## src/rtl/wbs_pkg.sv

```systemverilog
package wbs_pkg;

  typedef enum logic [1:0] {
    SEQ_IDLE  = 2'd0,
    SEQ_FILL  = 2'd1,
    SEQ_DRAIN = 2'd2,
    SEQ_PROG  = 2'd3
  } seq_st_t;

endpackage

```

## src/rtl/wbs_slot_buf.sv

```systemverilog
module wbs_slot_buf #(
  parameter int SLOTS  = 16,
  parameter int DATA_W = 8
) (
  input  logic                     clk,
  input  logic                     rst_n,
  input  logic                     clr,
  input  logic                     we,
  input  logic [$clog2(SLOTS)-1:0] widx,
  input  logic [DATA_W-1:0]        wdata,
  input  logic                     wprot,
  input  logic [$clog2(SLOTS)-1:0] ridx,
  output logic                     rvld,
  output logic                     rprot,
  output logic [DATA_W-1:0]        rdata
);
  localparam int IDX_W = $clog2(SLOTS);

  logic [SLOTS-1:0]  vld_vec;
  logic [SLOTS-1:0]  prot_vec;
  logic [DATA_W-1:0] data_arr [SLOTS];

  for (genvar s = 0; s < SLOTS; s++) begin : g_slot
    logic hit;
    assign hit = we && (widx == IDX_W'(s));
    always_ff @(posedge clk) begin
      if (!rst_n || clr) begin
        vld_vec[s]  <= 1'b0;
        prot_vec[s] <= 1'b0;
        data_arr[s] <= '0;
      end else if (hit) begin
        vld_vec[s]  <= 1'b1;
        prot_vec[s] <= wprot;
        data_arr[s] <= wdata;
      end
    end
  end

  assign rvld  = vld_vec[ridx];
  assign rprot = prot_vec[ridx];
  assign rdata = data_arr[ridx];

  AST_CLEAR_EMPTIES: assert property (@(posedge clk) disable iff (!rst_n)
    clr |=> (vld_vec == '0));

endmodule

```

## src/rtl/wbs_prog_timer.sv

```systemverilog
module wbs_prog_timer #(
  parameter int PROG_CYC = 5000
) (
  input  logic clk,
  input  logic rst_n,
  input  logic kick,
  input  logic long_sel,
  output logic running,
  output logic done
);
  localparam int LIM_MAX = 2 * PROG_CYC;
  localparam int CNT_W   = $clog2(LIM_MAX + 1);
  localparam logic [CNT_W-1:0] LIM_SHORT = CNT_W'(PROG_CYC);
  localparam logic [CNT_W-1:0] LIM_LONG  = CNT_W'(LIM_MAX);

  logic [CNT_W-1:0] cnt_q;
  logic [CNT_W-1:0] lim_q;

  assign done = running && (cnt_q == lim_q - CNT_W'(1));

  always_ff @(posedge clk) begin
    if (!rst_n) begin
      running <= 1'b0;
      cnt_q   <= '0;
      lim_q   <= LIM_SHORT;
    end else if (kick) begin
      running <= 1'b1;
      cnt_q   <= '0;
      lim_q   <= long_sel ? LIM_LONG : LIM_SHORT;
    end else if (running) begin
      if (done) begin
        running <= 1'b0;
        cnt_q   <= '0;
      end else begin
        cnt_q <= cnt_q + CNT_W'(1);
      end
    end
  end

  AST_TIMER_BOUND: assert property (@(posedge clk) disable iff (!rst_n)
    running |-> (cnt_q < lim_q));
  AST_KICK_WHEN_IDLE: assert property (@(posedge clk) disable iff (!rst_n)
    kick |-> !running);

endmodule

```

## src/rtl/wbs_fill_ctrl.sv

```systemverilog
module wbs_fill_ctrl
  import wbs_pkg::*;
#(
  parameter int ADDR_W    = 11,
  parameter int DATA_W    = 8,
  parameter int ROW_W     = 4,
  parameter int MULTI_MAX = 8
) (
  input  logic                 clk,
  input  logic                 rst_n,
  input  logic                 addr_vld,
  input  logic [ADDR_W-1:0]    addr_in,
  input  logic                 mode_hi,
  input  logic                 start_evt,
  input  logic                 byte_vld,
  input  logic                 stop_evt,
  input  logic                 slot_vld,
  input  logic                 slot_prot,
  input  logic [DATA_W-1:0]    slot_data,
  input  logic                 prog_done,
  output logic                 buf_clr,
  output logic                 buf_we,
  output logic [ROW_W-1:0]     buf_widx,
  output logic [ROW_W-1:0]     drain_idx,
  output logic                 timer_kick,
  output logic                 timer_long,
  output logic                 wr_req,
  output logic [ADDR_W-1:0]    wr_addr,
  output logic [DATA_W-1:0]    wr_data,
  output logic                 busy
);
  localparam int HELD_W = $clog2(MULTI_MAX + 1);
  localparam logic [ROW_W-1:0]  LAST_SLOT  = '1;
  localparam logic [ROW_W-1:0]  MULTI_LAST = ROW_W'(MULTI_MAX - 1);
  localparam logic [HELD_W-1:0] HELD_CAP   = HELD_W'(MULTI_MAX);

  seq_st_t            st_q, st_n;
  logic [ADDR_W-1:0]  start_q;
  logic               multi_q;
  logic [ROW_W-1:0]   ptr_q;
  logic [HELD_W-1:0]  held_q;
  logic               has_byte_q;
  logic               long_q;
  logic [ROW_W-1:0]   didx_q;

  logic               load_now;
  logic               commit_now;
  logic [HELD_W-1:0]  held_inc;
  logic [HELD_W-1:0]  held_after;

  // Next slot after p: wraps in the row, or within the burst window.
  function automatic logic [ROW_W-1:0] step_slot(input logic [ROW_W-1:0] p,
                                                 input logic burst);
    if (burst && (p == MULTI_LAST)) return '0;
    return p + ROW_W'(1);
  endfunction

  // Array address of buffer slot s for a transfer started at a.
  function automatic logic [ADDR_W-1:0] slot_addr(input logic [ADDR_W-1:0] a,
                                                  input logic [ROW_W-1:0] s,
                                                  input logic burst);
    if (burst) return a + ADDR_W'(s);
    return {a[ADDR_W-1:ROW_W], s};
  endfunction

  // True when n bytes from a end in a different row than they start.
  function automatic logic spans_rows(input logic [ADDR_W-1:0] a,
                                      input logic [HELD_W-1:0] n);
    logic [ADDR_W-1:0] last;
    last = a + ADDR_W'(n) - ADDR_W'(1);
    return a[ADDR_W-1:ROW_W] != last[ADDR_W-1:ROW_W];
  endfunction

  assign held_inc   = (held_q == HELD_CAP) ? held_q : held_q + HELD_W'(1);
  assign held_after = byte_vld ? held_inc : held_q;

  always_comb begin
    st_n       = st_q;
    load_now   = 1'b0;
    buf_clr    = 1'b0;
    buf_we     = 1'b0;
    commit_now = 1'b0;
    timer_kick = 1'b0;
    unique case (st_q)
      SEQ_IDLE: begin
        if (addr_vld) begin
          st_n     = SEQ_FILL;
          load_now = 1'b1;
          buf_clr  = 1'b1;
        end
      end
      SEQ_FILL: begin
        if (addr_vld) begin
          load_now = 1'b1;
          buf_clr  = 1'b1;
        end else if (start_evt) begin
          st_n    = SEQ_IDLE;
          buf_clr = 1'b1;
        end else begin
          buf_we = byte_vld;
          if (stop_evt) begin
            if (has_byte_q || byte_vld) begin
              st_n       = SEQ_DRAIN;
              commit_now = 1'b1;
            end else begin
              st_n = SEQ_IDLE;
            end
          end
        end
      end
      SEQ_DRAIN: begin
        if (didx_q == LAST_SLOT) begin
          st_n       = SEQ_PROG;
          timer_kick = 1'b1;
        end
      end
      SEQ_PROG: begin
        if (prog_done) st_n = SEQ_IDLE;
      end
      default: st_n = SEQ_IDLE;
    endcase
  end

  always_ff @(posedge clk) begin
    if (!rst_n) begin
      st_q       <= SEQ_IDLE;
      start_q    <= '0;
      multi_q    <= 1'b0;
      ptr_q      <= '0;
      held_q     <= '0;
      has_byte_q <= 1'b0;
      long_q     <= 1'b0;
      didx_q     <= '0;
    end else begin
      st_q <= st_n;
      if (load_now) begin
        start_q    <= addr_in;
        multi_q    <= mode_hi;
        ptr_q      <= mode_hi ? '0 : addr_in[ROW_W-1:0];
        held_q     <= '0;
        has_byte_q <= 1'b0;
      end else if (buf_we) begin
        ptr_q      <= step_slot(ptr_q, multi_q);
        held_q     <= held_inc;
        has_byte_q <= 1'b1;
      end
      if (commit_now) begin
        long_q <= multi_q && spans_rows(start_q, held_after);
        didx_q <= '0;
      end else if (st_q == SEQ_DRAIN) begin
        didx_q <= didx_q + ROW_W'(1);
      end
    end
  end

  assign buf_widx   = ptr_q;
  assign drain_idx  = didx_q;
  assign timer_long = long_q;
  assign busy       = (st_q == SEQ_DRAIN) || (st_q == SEQ_PROG);
  assign wr_req     = (st_q == SEQ_DRAIN) && slot_vld && !slot_prot;
  assign wr_addr    = slot_addr(start_q, didx_q, multi_q);
  assign wr_data    = slot_data;

  AST_REQ_INSIDE_BUSY: assert property (@(posedge clk) disable iff (!rst_n)
    wr_req |-> busy);
  AST_ROW_HELD: assert property (@(posedge clk) disable iff (!rst_n)
    (wr_req && !multi_q) |-> (wr_addr[ADDR_W-1:ROW_W] == start_q[ADDR_W-1:ROW_W]));
  AST_BURST_WINDOW: assert property (@(posedge clk) disable iff (!rst_n)
    (wr_req && multi_q) |-> (didx_q < ROW_W'(MULTI_MAX)));
  AST_NO_PROT_WRITE: assert property (@(posedge clk) disable iff (!rst_n)
    wr_req |-> !slot_prot);
  AST_BUSY_AFTER_STOP: assert property (@(posedge clk) disable iff (!rst_n)
    $rose(busy) |-> $past(stop_evt));
  AST_BUSY_UNTIL_DONE: assert property (@(posedge clk) disable iff (!rst_n)
    (busy && !prog_done) |=> busy);
  AST_INPUTS_FROZEN: assert property (@(posedge clk) disable iff (!rst_n)
    busy |=> ($stable(start_q) && $stable(multi_q)));

endmodule

```

## src/rtl/wrbuf_seq.sv

```systemverilog
module wrbuf_seq #(
  parameter int ADDR_W    = 11,
  parameter int DATA_W    = 8,
  parameter int ROW_W     = 4,
  parameter int MULTI_MAX = 8,
  parameter int PROG_CYC  = 5000
) (
  input  logic              clk,
  input  logic              rst_n,
  input  logic              addr_vld,
  input  logic [ADDR_W-1:0] addr_in,
  input  logic              mode_hi,
  input  logic              start_evt,
  input  logic              byte_vld,
  input  logic [DATA_W-1:0] byte_data,
  input  logic              byte_prot,
  input  logic              stop_evt,
  output logic              wr_req,
  output logic [ADDR_W-1:0] wr_addr,
  output logic [DATA_W-1:0] wr_data,
  output logic              busy
);
  localparam int SLOTS = 1 << ROW_W;

  logic             buf_clr;
  logic             buf_we;
  logic [ROW_W-1:0] buf_widx;
  logic [ROW_W-1:0] drain_idx;
  logic             slot_vld;
  logic             slot_prot;
  logic [DATA_W-1:0] slot_data;
  logic             timer_kick;
  logic             timer_long;
  logic             timer_run;
  logic             prog_done;

  wbs_fill_ctrl #(
    .ADDR_W(ADDR_W), .DATA_W(DATA_W), .ROW_W(ROW_W), .MULTI_MAX(MULTI_MAX)
  ) u_ctrl (
    .clk(clk), .rst_n(rst_n),
    .addr_vld(addr_vld), .addr_in(addr_in), .mode_hi(mode_hi),
    .start_evt(start_evt), .byte_vld(byte_vld), .stop_evt(stop_evt),
    .slot_vld(slot_vld), .slot_prot(slot_prot), .slot_data(slot_data),
    .prog_done(prog_done),
    .buf_clr(buf_clr), .buf_we(buf_we), .buf_widx(buf_widx),
    .drain_idx(drain_idx), .timer_kick(timer_kick), .timer_long(timer_long),
    .wr_req(wr_req), .wr_addr(wr_addr), .wr_data(wr_data), .busy(busy)
  );

  wbs_slot_buf #(.SLOTS(SLOTS), .DATA_W(DATA_W)) u_buf (
    .clk(clk), .rst_n(rst_n), .clr(buf_clr),
    .we(buf_we), .widx(buf_widx), .wdata(byte_data), .wprot(byte_prot),
    .ridx(drain_idx), .rvld(slot_vld), .rprot(slot_prot), .rdata(slot_data)
  );

  wbs_prog_timer #(.PROG_CYC(PROG_CYC)) u_timer (
    .clk(clk), .rst_n(rst_n), .kick(timer_kick), .long_sel(timer_long),
    .running(timer_run), .done(prog_done)
  );

  AST_RUN_MEANS_BUSY: assert property (@(posedge clk) disable iff (!rst_n)
    timer_run |-> busy);
  AST_DONE_ENDS_BUSY: assert property (@(posedge clk) disable iff (!rst_n)
    prog_done |=> !busy);

endmodule

```

## config.mk

```make
export PLATFORM = sky130hd
export DESIGN_NAME = wrbuf_seq
export DESIGN_NICKNAME = d
export VERILOG_FILES = /design/src/rtl/wbs_pkg.sv /design/src/rtl/wbs_slot_buf.sv /design/src/rtl/wbs_prog_timer.sv /design/src/rtl/wbs_fill_ctrl.sv /design/src/rtl/wrbuf_seq.sv
export SDC_FILE = /design/constraint.sdc
export NUM_CORES = 1
export LEC_CHECK = 0
export ABC_AREA = 1
export BUFFER_PORTS_ARGS = -buffer_cell sky130_fd_sc_hd__buf_2
export CELL_PAD_IN_SITES_DETAIL_PLACEMENT = 0
export CELL_PAD_IN_SITES_GLOBAL_PLACEMENT = 2
export CORE_ASPECT_RATIO = 0.5
export CORE_MARGIN = 2
export CORE_UTILIZATION = 39
export CTS_CLUSTER_SIZE = 16
export DETAILED_ROUTE_END_ITERATION = 6
export GPL_TIMING_DRIVEN = 1
export PLACE_DENSITY = 0.91
export SETUP_SLACK_MARGIN = 0.3
export SLEW_MARGIN = 20
export SYNTH_ARGS = -nofsm -noshare
export SYNTH_HDL_FRONTEND = slang
export SYNTH_SLANG_ARGS = --single-unit
```

## constraint.sdc

```tcl
create_clock -name clk -period 3 [get_ports clk]
set_clock_uncertainty 0.2 [all_clocks]
set_input_delay 0.15 -clock clk [delete_from_list [all_inputs] [get_ports clk]]
set_output_delay 0.15 -clock clk [all_outputs]
set_load 0.02 [all_outputs]
```

==> impl_summary.md <==
Global route
The maximum number of pins on one net before global-route repair is 50. The first-pass GRT wire length is 41400 µm. The number of antenna violations at the first check in global routing was 0.

The total congestion overflow is 0. The global routing usage summed across all routing layers is 0.188. The number of global-route vias before repair came to 7700.

Min path
The terminating pin of the worst hold path is u_buf.prot_vec[11]. The worst hold path begins at byte_prot. The path class of the tightest hold or removal check is in2reg. The worst hold path was traced through 3 stages.

Synthesis
Synthesis produced a netlist with a net count of 1195. Yosys printed 0 warnings. Counting every instance in the synthesized netlist gives 1137. The async set-reset flop share out of synthesis is 0. The main combinational cell family by area after synthesis is simple AND/OR/NAND/NOR gates. The biggest area consumer among synthesized cells is edfxtp_1. Of the synthesized area, sequential elements account for 0.534. For this run, the leading register cell type out of synthesis is edfxtp_1. By area the synthesized netlist is led by edfxtp_1 (38%), dfxtp_1 (16%), nor2_1 (7.0%). Of the total synthesized cell area, the portion taken by XOR and XNOR cells is 0.0240. Synthesis instantiated 43 different standard cells from the library.

After synthesis the cells add up to 10200 µm². The count of flip-flops with a built-in enable after synthesis is 128. The mean post-synth cell area is 9.00 µm². The share of synthesized area in the top cell type comes to 0.375. The adder-cell share of the synthesized area is 0.0386. Counting flops and latches in the post-synthesis netlist gives 209. Of the total synthesized cell area, the portion taken by AND, OR, NAND and NOR gates is 0.169. The compound-cell area share of the yosys netlist is 0.127.

Of the post-synthesis cell area, the part taken by muxes is 0.0313.

Placement
The area of placed instances is 10900 µm². The pre-CTS setup slack is 0.103 ns. In this run the tool buffered the top-level ports with 47 buffer cells. The weighted congestion reported at the end of routability-driven placement is 0.836.

The HPWL after detailed placement is 18000 µm. After detailed placement, the design holds a cell count of 1499.

Outcome
The flow ran to the end, and the final reports show no timing, DRC or antenna violations.

Setup path
Traced cell by cell, the critical path runs through inv_4 > ha_4 > nand2_2 > nand3_2 > o21ai_2 > o21ai_2 > ha_2 > inv_2 > ha_4 > inv_2 > nor2_1 > nand2_1 > nand2_1 > nand2_1 > nand2_1 > nand2_1 > a21oi_2 > nand2_1 > nor2_1 > nand2_1 > nand2_1 > nand2_1. In this design, the stage delay of the slowest critical-path cell is 0.38 ns. The source of the worst register-to-register timing path is u_ctrl.held_q[0].

On the critical path, the stage with the largest delay is an instance of dfxtp_4. The dominant cell type by count on the critical path is nand2_1. The category of the worst setup path capture point is a flop.

The data required time at the worst endpoint is 3.20 ns. The length in cells of the worst reg-to-reg path is 22. The reg-to-reg endpoint is u_ctrl.timer_long.

The type of origin of the critical path is a flop. Across all register-to-register paths, the minimum setup slack is 0.30 ns. The signal arrival time at the worst endpoint is 2.90 ns. The setup path with the least slack is of type reg2reg. In this run the worst path has a maximum fanout of 4.

Route
The count of nets left with antenna violations once routing finished came out at 0. The remaining design rule violation count is 0. The first detailed-routing pass took 7 iterations. The initial detailed-routing violation count is 592. The final layout contains routed wiring with a total length of 26500 µm. The via density per instance is 5.13. The routed wirelength normalized by instance count is 16.8 µm.

Summing over every cut layer, the via total after detailed routing is 8100.

Clock tree
CTS saw 209 sinks. The clock tree from TritonCTS is yes. The latest clock arrival within the worst-skew pair is 0.51 ns. Counting along the longest clock path gives a buffer depth of 3.

The root buffer cell chosen for the clock tree is clkbuf_16. In this run the number of H-tree levels came out at 1. The TritonCTS buffer count is 21. Clock-pin slew was measured on the worst setup and hold paths at 0.06 ns.

Cells and area
The summed area of non-filler cells in the final layout is 12300 µm². Leaving out filler cells and counting taps, the final layout contains 1579. The area growth from synthesis to layout is 19.7%. Of the cells placed in the final design, the portion with a size suffix greater than 1 is 0.153.

The net count of the finished layout is 1277.

STA
Headroom to the max-slew limit came out at 0.475. The actual transition at the worst max-transition pin is 0.787 ns. The total of endpoints with negative setup slack in the final report is 0. The count of pins over their slew limit was 0.

For the final routed database, the setup TNS stands at 0 ns. The worst setup margin is 0.302 ns. Setup repair after global routing could not meet its margin everywhere. The hold violation count in the final report is 0. The highest clock rate is 0.371 GHz. The post-route clock period utilization is 0.899. For the finished layout, the period the worst path requires is 2.70 ns.

Floorplan
The y dimension of the die is 119 µm. In this run the core area contains 41 standard-cell rows. The initial core utilization is 0.402.

The core outline area is 25500 µm². The die is 233 µm wide. The total I/O pin count is 48. The die covers 27600 µm².

Flow run
Across the run, the number of max-cap violations was 0.

Power
Summed over all cells, the static leakage comes to 4.78 nW. Dividing total power by cell area gives a power density of 544 nW/µm². The highest ir drop seen on vdd is 0.000274 V.
cell usage after synthesis (all sizes together), types with 2 or more instances:
library cell / number
a211oi: 8
a21oi: 69
a311oi: 2
a31oi: 2
buf: 9
clkbuf: 36
dfxtp: 81
edfxtp: 128
ha: 30
inv: 155
mux2i: 32
nand2: 125
nand3: 61
nand4: 4
nor2: 193
nor3: 15
nor3b: 5
nor4: 2
o211ai: 33
o21ai: 102
o22ai: 3
o311ai: 2
o31ai: 3
xnor2: 7
xor2: 21
report_power, final:
group          total (W)  switching, W  internal (W)
Sequential       0.00319     0.0000465       0.00314
Clock            0.00285       0.00115       0.00170
Combinational   0.000629      0.000404      0.000226
metrics by stage:
step / total power, W / hold slack (ns) / utilization
2_1_floorplan: 0.00362 / 0.0849 / -
3_3_place_gp: 0.00378 / 0.174 / 0.426
3_5_place_dp: 0.00379 / 0.187 / 0.426
4_1_cts: 0.00666 / 0.00602 / 0.472
5_1_grt: 0.00692 / 0.0640 / 0.481
6_report: 0.00667 / 0.0239 / 0.481
timing repair:
item | CTS | global route
hold buffers | 28 | 0
pin swaps | 12 | 30
endpoints found under the setup margin | 9 | 32
gates resized for setup | 33 | 46
buffers inserted | 8 | 5
cloned | 0 | 0
hold endpoints to repair | 23 | 0
metal layers:
layer  GRT usage  routed length [µm]  vias up
met5           0                   0        -
met2       0.306               12100      195
met4      0.0307                 344        0
li1            -                   -     3984
met1       0.267               12700     3893
met3      0.0321                1420       28
flip-flops by register name, summed over array words and instances, names as in the netlist, named ones only:
register,cells
u_ctrl.has_byte_q,1
u_ctrl.st_q,1
u_timer.running,1
u_timer.lim_q,2
u_ctrl.held_q,4
u_ctrl.start_q,11
u_buf.data_arr,128
u_timer.cnt_q,14
u_buf.vld_vec,16
u_ctrl.multi_q,1
u_ctrl.timer_long,1
u_ctrl.drain_idx,4
u_buf.prot_vec,16
u_ctrl.buf_widx,4
cells in the final DEF, fill, tap and decap left out, types with 3 or more instances in the layout:
cell type	synthesis	layout
mux2i_1	32	32
ha_4	0	6
inv_1	154	142
bufinv_16	0	4
ha_1	30	23
nand2_1	113	105
a21oi_2	0	3
nor2_1	192	188
a21oi_1	68	64
dfxtp_4	0	3
clkinvlp_4	0	3
o21ai_0	102	98
a211oi_1	8	8
dfxtp_2	0	5
edfxtp_1	128	128
buf_4	1	26
o22ai_1	3	3
clkinv_2	0	3
xor2_1	21	19
inv_2	1	10
nor3b_1	5	5
nand3_1	57	50
nor3_1	15	15
buf_2	6	43
o31ai_1	3	3
nor2_4	1	3
nand4_1	4	4
dlygate4sd3_1	0	28
nand2_2	12	19
dfxtp_1	81	73
nand3_2	4	11
o21ai_2	0	4
clkbuf_1	36	4
buf_6	1	4
o211ai_1	33	33
xnor2_1	7	7
clkbuf_16	0	21
layout make-up:
class | count | area (µm²)
timing repair buffer | 104 | 791
sequential | 209 | 5480
antenna | 1 | 2.50
clock buffer | 27 | 568
inverter | 156 | 599
clock inverter | 11 | 170
fill | 2347 | 13200
tap | 344 | 430
multi-input combinational | 727 | 4210
how the worst max path moves through the flow:
stage | depth (start not counted) | end | start | slack [ns]
3_3_place_gp | 21 | u_ctrl.timer_long | u_ctrl.held_q[0] | 0.15
6_report | 22 | u_ctrl.timer_long | u_ctrl.held_q[0] | 0.30
4_1_cts | 8 | wr_req | u_ctrl.drain_idx[0] | 0.27
3_5_place_dp | 21 | u_ctrl.timer_long | u_ctrl.held_q[0] | 0.10
2_1_floorplan | 21 | u_ctrl.timer_long | u_ctrl.held_q[0] | 0.38
5_1_grt | 22 | u_ctrl.timer_long | u_ctrl.held_q[0] | 0.08
worst max-delay path: cells and delay by family (launching register included):
kind	cells	cell delay, ns
buf+inv	3	0.12
fa+ha+maj	3	0.73
compound gates	3	0.29
flops	1	0.38
simple gates	13	0.89
logic make-up after synthesis:
group / Yosys count
compound gates: 229
fa+ha+maj: 31
xor+xnor: 28
mux: 32
flops: 209
buf+inv: 201
simple gates: 407
Note: power is estimated with default switching activity, not from simulation.
